`src/rtl/tsp_pkg.sv`:
```
`timescale 1ns/1ps
package tsp_pkg;
    // Steps in one transfer: two clock periods per bit.
    function automatic int step_count(input int nbits);
        return 2 * nbits;
    endfunction

    // Counter width able to hold steps 0 .. step_count-1.
    function automatic int step_width(input int nbits);
        return $clog2(2 * nbits);
    endfunction
endpackage

```
`src/rtl/tsp_seq.sv`:
```
`timescale 1ns/1ps
module tsp_seq
    import tsp_pkg::*;
#(
    parameter int NBITS = 7,
    localparam int LAST = step_count(NBITS) - 1,
    localparam int CW = step_width(NBITS)
) (
    input  logic          clk,
    input  logic          rst_n,
    input  logic          start,
    output logic          active,
    output logic [CW-1:0] step,
    output logic          load,
    output logic          shift,
    output logic          release_now
);
    localparam logic [CW-1:0] LASTC = CW'(LAST);

    typedef struct packed {
        logic          act;
        logic [CW-1:0] cnt;
    } seq_t;

    seq_t q, d;

    always_comb begin
        d     = q;
        load  = 1'b0;
        shift = 1'b0;
        if (!q.act) begin
            if (start) begin
                d.act = 1'b1;
                d.cnt = '0;
                load  = 1'b1;
            end
        end else if (q.cnt == LASTC) begin
            d.act = 1'b0;
            d.cnt = '0;
        end else begin
            d.cnt = q.cnt + 1'b1;
            shift = q.cnt[0];
        end
    end

    always_ff @(negedge clk or negedge rst_n) begin
        if (!rst_n) begin
            q <= '0;
        end else begin
            q <= d;
        end
    end

    assign active      = q.act;
    assign step        = q.cnt;
    assign release_now = q.act && (q.cnt == LASTC);

    assert_open_R2: assert property (@(negedge clk) disable iff (!rst_n)
        (!q.act && start) |=> (q.act && q.cnt == '0));

    assert_hold_R3: assert property (@(negedge clk) disable iff (!rst_n)
        (q.act && q.cnt != LASTC) |=> q.act);

    assert_release_R6: assert property (@(negedge clk) disable iff (!rst_n)
        (q.act && q.cnt == LASTC) |=> !q.act);

    // a start while busy never restarts the step count
    assert_ignore_R8: assert property (@(negedge clk) disable iff (!rst_n)
        (q.act && start && q.cnt != LASTC) |=> (q.cnt != '0));
endmodule

```
`src/rtl/tsp_shift.sv`:
```
`timescale 1ns/1ps
module tsp_shift #(
    parameter int NBITS = 7
) (
    input  logic             clk,
    input  logic             rst_n,
    input  logic             load,
    input  logic             shift,
    input  logic             clear,
    input  logic [NBITS-1:0] word,
    output logic             bit_out
);
    typedef struct packed {
        logic [NBITS-1:0] sh;
    } shf_t;

    shf_t q, d;

    always_comb begin
        d = q;
        if (load) begin
            d.sh = word;
        end else if (shift) begin
            d.sh = {q.sh[NBITS-2:0], 1'b0};
        end else if (clear) begin
            d.sh = '0;
        end
    end

    always_ff @(negedge clk or negedge rst_n) begin
        if (!rst_n) begin
            q <= '0;
        end else begin
            q <= d;
        end
    end

    assign bit_out = q.sh[NBITS-1];
endmodule

```
`src/rtl/tsp_halfrate_tx.sv`:
```
`timescale 1ns/1ps
module tsp_halfrate_tx
    import tsp_pkg::*;
#(
    parameter int NBITS = 7
) (
    input  logic             clk,
    input  logic             rst_n,
    input  logic             start,
    input  logic [NBITS-1:0] word,
    output logic             ten_n,
    output logic             tdat,
    output logic             busy
);
    localparam int CW = step_width(NBITS);

    logic          active;
    logic [CW-1:0] step;
    logic          load;
    logic          shift;
    logic          release_now;

    tsp_seq #(.NBITS(NBITS)) u_seq (
        .clk         (clk),
        .rst_n       (rst_n),
        .start       (start),
        .active      (active),
        .step        (step),
        .load        (load),
        .shift       (shift),
        .release_now (release_now)
    );

    tsp_shift #(.NBITS(NBITS)) u_shift (
        .clk     (clk),
        .rst_n   (rst_n),
        .load    (load),
        .shift   (shift),
        .clear   (release_now),
        .word    (word),
        .bit_out (tdat)
    );

    assign ten_n = ~active;
    assign busy  = active;

    assert_quiet_R5: assert property (@(negedge clk) disable iff (!rst_n)
        ten_n |-> !tdat);

    // on even steps the next edge is a receiver sampling edge
    assert_stable_R4: assert property (@(negedge clk) disable iff (!rst_n)
        (busy && !step[0]) |=> $stable(tdat));
endmodule

```
`config.mk`:
```
export PLATFORM = sky130hd
export DESIGN_NAME = tsp_halfrate_tx
export DESIGN_NICKNAME = d
export VERILOG_FILES = /design/src/rtl/tsp_pkg.sv /design/src/rtl/tsp_seq.sv /design/src/rtl/tsp_shift.sv /design/src/rtl/tsp_halfrate_tx.sv
export SDC_FILE = /design/constraint.sdc
export NUM_CORES = 1
export LEC_CHECK = 0
export ABC_AREA = 1
export BUFFER_PORTS_ARGS = -buffer_cell sky130_fd_sc_hd__buf_2
export CAP_MARGIN = 25
export CORE_AREA = 2 2 39 41
export DETAILED_ROUTE_END_ITERATION = 12
export DIE_AREA = 0 0 41 43
export GPL_TIMING_DRIVEN = 0
export PLACE_DENSITY = 0.7
export SYNTH_ARGS = -nofsm -noshare
export SYNTH_HDL_FRONTEND = slang
export SYNTH_SLANG_ARGS = --single-unit
```
`constraint.sdc`:
```
create_clock -name clk -period 1.8 [get_ports clk]
set_clock_uncertainty 0.15 [all_clocks]
set_input_delay 0.27 -clock clk [delete_from_list [all_inputs] [get_ports clk]]
set_output_delay 0.27 -clock clk [all_outputs]
set_load 0.02 [all_outputs]
```
==> impl_metrics.ini, run 1 <==
[run_status]
status = complete, but fails checks
violations = negative setup slack

[clock_network]
cts_root_buffer = clkbuf_4
cts_tree = done
cts.path.max_buffers = 2
cts_buffers = 3
h-tree-depth = 1
clkLatencyLatePin_ns = 0.28
cts.sinks = 12
cts.clk_slew.worst_paths_ns = 0.05

[yosys]
ys_warn_count = 0
syn_area_um2 = 633
yosysSeqAreaShare = 0.474
syn_nets = 91
synth.distinct_cells = 16
ys_ff_latch = 12
yosysTopAreaCell = dfrtn_1
synth_cells = 79
synth_top_area_share = 0.474
syn_area_per_cell_um2 = 8.01
synthTopCellsByArea = dfrtn_1 47%, nand2_1 18%, nand3_1 7.1%, inv_1 5.9%, ha_1 4.0%

[critical_path]
cpLargestDelayFamily = flip-flops
rr_startpoint = u_seq.step[0]
crit_path_max_fanout = 3
critical_path.cell_chain = buf_4
slowest_delay_ns = 0.50
worst_setup_path_end_kind = output pin
cp_num_buf_inv = 1
worstPathRequired_ns = 1.38
regToRegSetupSlack_ns = 0.36
startpoint_type = flip-flop
critical_path_class = reg -> out
worstSetupStartpoint = u_seq.active
worstPathArrival_ns = 1.86
slowest_stage = dfrtn_1

[final_layout]
drive_gt1_frac = 0.300
layout_common_cells = 31 x nand2_1, 12 x dfrtn_1, 9 x inv_1, 9 x nand3_1, 9 x buf_2
final_common_cell = nand2_1
syn_to_final_growth_pct = 28.5
finalNetCount = 113
instances_no_fill = 116
utilization = 0.588
n_antenna_cell = 0

[power]
swShare = 0.409
powerDensity_nw_per_um2 = 1630
power_frac_clock = 0.162
p_comb_frac = 0.456
peakVddDrop_uv = 679
power_frac_seq = 0.381
switchingPower_w = 0.000541
power_leakage_nw = 0.454
p_int_w = 0.000782

[routing]
num_vias = 537
drt_iter0_markers = 3
drt-pass1-iter-count = 4
wirelength_mm = 1.22
ant_nets = 0
drcViolationCount = 0
vias_per_cell = 4.63
avgRoutedWirePerCell_um = 10.5

[placed_design]
portBuffers = 12
dp_cells = 107
routabilityCongestion = 0.684
dpl.hpwl_um = 837

[run]
maxCapViolations = 0

[global_routing]
grt_max_degree = 13
grt_overflow = 0
grt_first_pass_wirelength_mm = 2.07
grt_pass1_vias = 500
antenna_found_initial = 0
grt_usage = 0.177

[floorplanning]
die_h_um = 43
rows = 14
die_w_um = 41
dieArea_um2 = 1760
io_pins = 13
initial_utilization = 0.458
coreArea_um2 = 1380

[sta]
rsz0062_at_grt = yes
finalSetupViolations = 3
final_hold_viol_count = 0
final_max_slew_viol_count = 0
slew_headroom = 0.821
tightest_slew_ns = 0.268
setup_slack_ns = -0.479

[worst_hold_path]
hold_path_class = reg -> reg
hp-start = u_shift.q[2]
[stage by stage]
step | cell area [um2] | setup TNS, ns | worst slack, ns | power [W] | hold WS (ns)
floorplan | 639 | -0.616 | -0.273 | 0.000893 | 0.253
global placement | 719 | -2.76 | -0.325 | 0.00100 | 0.261
detailed placement | 719 | -2.85 | -0.338 | 0.00103 | 0.264
CTS | 786 | -1.26 | -0.456 | 0.00130 | 0.275
global route | 813 | -1.37 | -0.507 | 0.00144 | 0.301
finish | 813 | -1.30 | -0.479 | 0.00132 | 0.270
[worst paths after layout]
| kind | to | cells past startpoint |
|---|---|---|
| min reg2reg | u_shift.q[2] | 2 |
| min | u_shift.q[2] | 2 |
| max in group asynchronous | u_seq.step[3] | 1 |
| max reg2reg | u_shift.q[0] | 6 |
| min in group asynchronous | u_seq.step[2] | 1 |
| max | busy | 1 |
[layout make-up]
class / instances / area, um2
Fill cell: 143 / 571
Sequential cell: 12 / 300
Timing Repair Buffer: 17 / 113
Multi-Input combinational cell: 55 / 292
Tap cell: 16 / 20.0
Inverter: 12 / 52.6
Clock buffer: 4 / 36.3
[sequential cells by signal, indices dropped and copies added (netlist names)]
name          cells
u_seq.step        4
u_shift.q         7
u_seq.active      1
[cells by family (layout without fill, tap and decap cells)]
kind of cell / Yosys count / after routing / share of synthesized area
DFF: 12 / 12 / 0.474
buffers and inverters: 12 / 33 / 0.0731
xor gates and xnor gates: 1 / 1 / 0.0138
AOI/OAI and AO/OA: 4 / 4 / 0.0336
adders and majority gates: 2 / 2 / 0.0395
and+or+nand+nor: 48 / 48 / 0.366
[layer usage]
metal,track usage,wire (um),vias to the layer above
li1,-,-,287
met1,0.206,509,235
met2,0.278,641,11
met3,0.0471,47,4
met4,0.100,21,0
met5,0,0,-
[Yosys cell counts]
cell type and instances:
o22ai_1 1, nand2_1 31, nand3_2 1, nand2_2 1
dfrtn_1 12, nand2_4 2, inv_1 10, o21ai_0 3
nor2_1 2, inv_2 1, nand3_4 1, clkinv_2 1
nand3_1 9, nor2_2 1, ha_1 2, xnor2_1 1
[power by group through the flow]
stage          clock network, W  registers, W  logic [W]
3_3_place_gp                  0      0.000509   0.000495
4_1_cts                0.000223      0.000502   0.000578
3_5_place_dp                  0      0.000517   0.000509
6_report               0.000215      0.000504   0.000604
2_1_floorplan                 0      0.000515   0.000378
5_1_grt                0.000237      0.000522   0.000682
[worst register-to-register path, delay by kind of cell (launching register included)]
family / cells / cell delay (ns)
flip-flops: 1 / 0.50
AND/OR/NAND/NOR: 5 / 0.44
adder cells (fa/ha/maj): 1 / 0.22
[timing repair]
| item | in CTS | in global routing |
|---|---|---|
| hold buffers | 0 | 0 |
| gates resized for setup | 5 | 1 |
| buffers inserted | 2 | 3 |
| setup endpoints to repair | 3 | 9 |
(Power assumes the default switching activity.)
==> run 2: changes to the inputs <==
- ABC_AREA: 1 -> unset
- PLACE_DENSITY: 0.7 -> 0.66
- REMOVE_ABC_BUFFERS: unset -> 1
- SETUP_SLACK_MARGIN: unset -> 0.02
==> run 2 against run 1 <==
  * The flow still finishes with violations (negative setup slack)
  * Clock power down 28%
  * Largest power group unchanged
  * Synthesized cell count down 35%
  * Worst setup slack better by 0.050 ns
  * Final cell count down 23%
  * Non-clock buffer count up 3
  * First-iteration DRC count rose to 3.3 times the previous value
  * Sequential cell count unchanged
  * Core utilization down 1.1 points
  * Worst hold slack better by 0.042 ns
  * Sequential power down 3%
==> impl_metrics.ini, run 2 <==
[critical_path]
worstSetupStartpoint = u_seq.active
r2r-end = u_shift.q[1]
worstPathArrival_ns = 1.81
slowest_delay_ns = 0.46
worst_setup_path_end_kind = output pin
regToRegSetupSlack_ns = 0.03
startpoint_type = flip-flop
worst-r2r-cell-count = 4
crit_path_max_fanout = 3
critical_path.cell_chain = inv_2 > buf_6
slowest_stage = dfrtn_1
rr_startpoint = u_seq.step[0]
critical_path_class = reg -> out
cp_num_buf_inv = 2
worstPathRequired_ns = 1.38
cpLargestDelayFamily = flip-flops

[floorplanning]
initial_utilization = 0.421
io_pins = 13
dieArea_um2 = 1760
rows = 14
coreArea_um2 = 1380
die_w_um = 41
die_h_um = 43

[yosys]
synth_top_area_share = 0.515
synth-edff-count = 0
ys_warn_count = 0
synth_flop_cell = dfrtn_1
yosysMostFrequentCell = dfrtn_1
yosysTopAreaCell = dfrtn_1
synthArstFlopShare = 1.00
syn_area_um2 = 583
synth_top_cells_by_count = 12 x dfrtn_1, 6 x a221o_1, 4 x and2_1, 4 x inv_1, 4 x nand2_1
synthTopCellsByArea = dfrtn_1 52%, a221o_1 10%, and2_1 4.3%, ha_1 4.3%, a31o_4 3.0%
syn_area_per_cell_um2 = 11.4
ys_ff_latch = 12
synth_cells = 51
synth.distinct_cells = 22
yosysSeqAreaShare = 0.515

[clock_network]
cts_root_buffer = clkbuf_4
holdBufCountCts = 0
cts.path.max_buffers = 2
clkLatencyLatePin_ns = 0.27
h-tree-depth = 1
cts.clk_slew.worst_paths_ns = 0.05
cts.sinks = 12
cts_tree = done
cts_buffers = 3

[routing]
avgRoutedWirePerCell_um = 13.1
drcViolationCount = 0
ant_nets = 0
drt-pass1-iter-count = 4
vias_per_cell = 5.29
drt_iter0_markers = 10
wirelength_mm = 1.17
num_vias = 471

[power]
p_comb_frac = 0.455
p_int_w = 0.000762
powerDensity_nw_per_um2 = 1480
power_frac_clock = 0.131
power_frac_seq = 0.414
power_leakage_nw = 0.397
peakVddDrop_uv = 900
swShare = 0.355
switchingPower_w = 0.000420

[final_layout]
n_antenna_cell = 0
finalNetCount = 87
postLayoutCellArea_um2 = 798
syn_to_final_growth_pct = 36.9
instances_no_fill = 89
regMostFlops = u_shift.q
final_common_cell = dfrtn_1
utilization = 0.577
largest_reg_flops = 7
layout_common_cells = 12 x dfrtn_1, 8 x buf_2, 7 x buf_4, 6 x a221o_1, 5 x and2_4
drive_gt1_frac = 0.479

[sta]
final_hold_viol_count = 0
final_max_slew_viol_count = 0
rsz0062_at_grt = yes
setup_slack_ns = -0.429
slew_headroom = 0.814
finalSetupViolations = 10
tightest_slew_ns = 0.276
holdWs_ns = 0.311

[placed_design]
routabilityCongestion = 0.727
place_ws_ns = -0.446
portBuffers = 12
place_area_um2 = 658
dpl.hpwl_um = 735
dp_cells = 78

[run_status]
violations = negative setup slack
status = complete, but fails checks

[worst_hold_path]
hp-start = u_shift.q[2]
hold_depth = 1
hold_path_class = reg -> reg
hold_end = u_shift.q[3]

[global_routing]
grt_overflow = 0
grt_pass1_vias = 431
grt_usage = 0.175
antenna_found_initial = 0
grt_first_pass_wirelength_mm = 1.97
grt_max_degree = 13

[run]
maxCapViolations = 0
==> run 2: worst max path at each step <==
stage | to | depth (start not counted)
2_1_floorplan | ten_n | 1
3_3_place_gp | u_shift.q[1] | 4
3_5_place_dp | u_shift.q[6] | 4
4_1_cts | ten_n | 2
5_1_grt | ten_n | 2
6_report | ten_n | 2
==> run 2: metal layers <==
metal	track usage	wire, um	vias to the layer above	share of wire
li1	-	-	235	-
met1	0.214	478	223	0.41
met2	0.253	614	11	0.52
met3	0.0942	68	2	0.058
met4	0.0600	9	0	0.0077
met5	0	0	-	0
==> run 2: through the flow <==
step | power (W) | TNS (ns)
after global placement | 0.000866 | -3.81
after CTS | 0.00113 | -1.58
after global routing | 0.00128 | -1.79
final | 0.00118 | -1.65
after floorplan | 0.000770 | -2.37
after detailed placement | 0.000877 | -3.98
==> run 2: cells by family after synthesis <==
family                     share of synthesized area
and+or+nand+nor                                0.182
AOI/OAI and AO/OA                              0.225
DFF                                            0.515
buffers and inverters                         0.0343
adders and majority gates                     0.0429
==> run 2: power groups by stage <==
stage	Clock (W)	Combinational [W]	Sequential [W]
finish	0.000155	0.000538	0.000489
global route	0.000172	0.000599	0.000505
CTS	0.000160	0.000487	0.000483
detailed placement	0	0.000386	0.000490
global placement	0	0.000376	0.000490
floorplan	0	0.000285	0.000485
==> run 2: timing repair <==
action                                  4_1_cts  5_1_grt
pin swaps                                    14        0
setup buffers                                 6        2
cloned                                        0        0
endpoints found under the setup margin       10       10
resized for setup                            15        3
==> run 2: cell type report <==
type | count | area, um2
Tap cell | 16 | 20.0
Inverter | 4 | 15.0
Sequential cell | 12 | 300
Multi-Input combinational cell | 34 | 288
Fill cell | 111 | 586
Timing Repair Buffer | 20 | 153
Clock buffer | 3 | 22.5
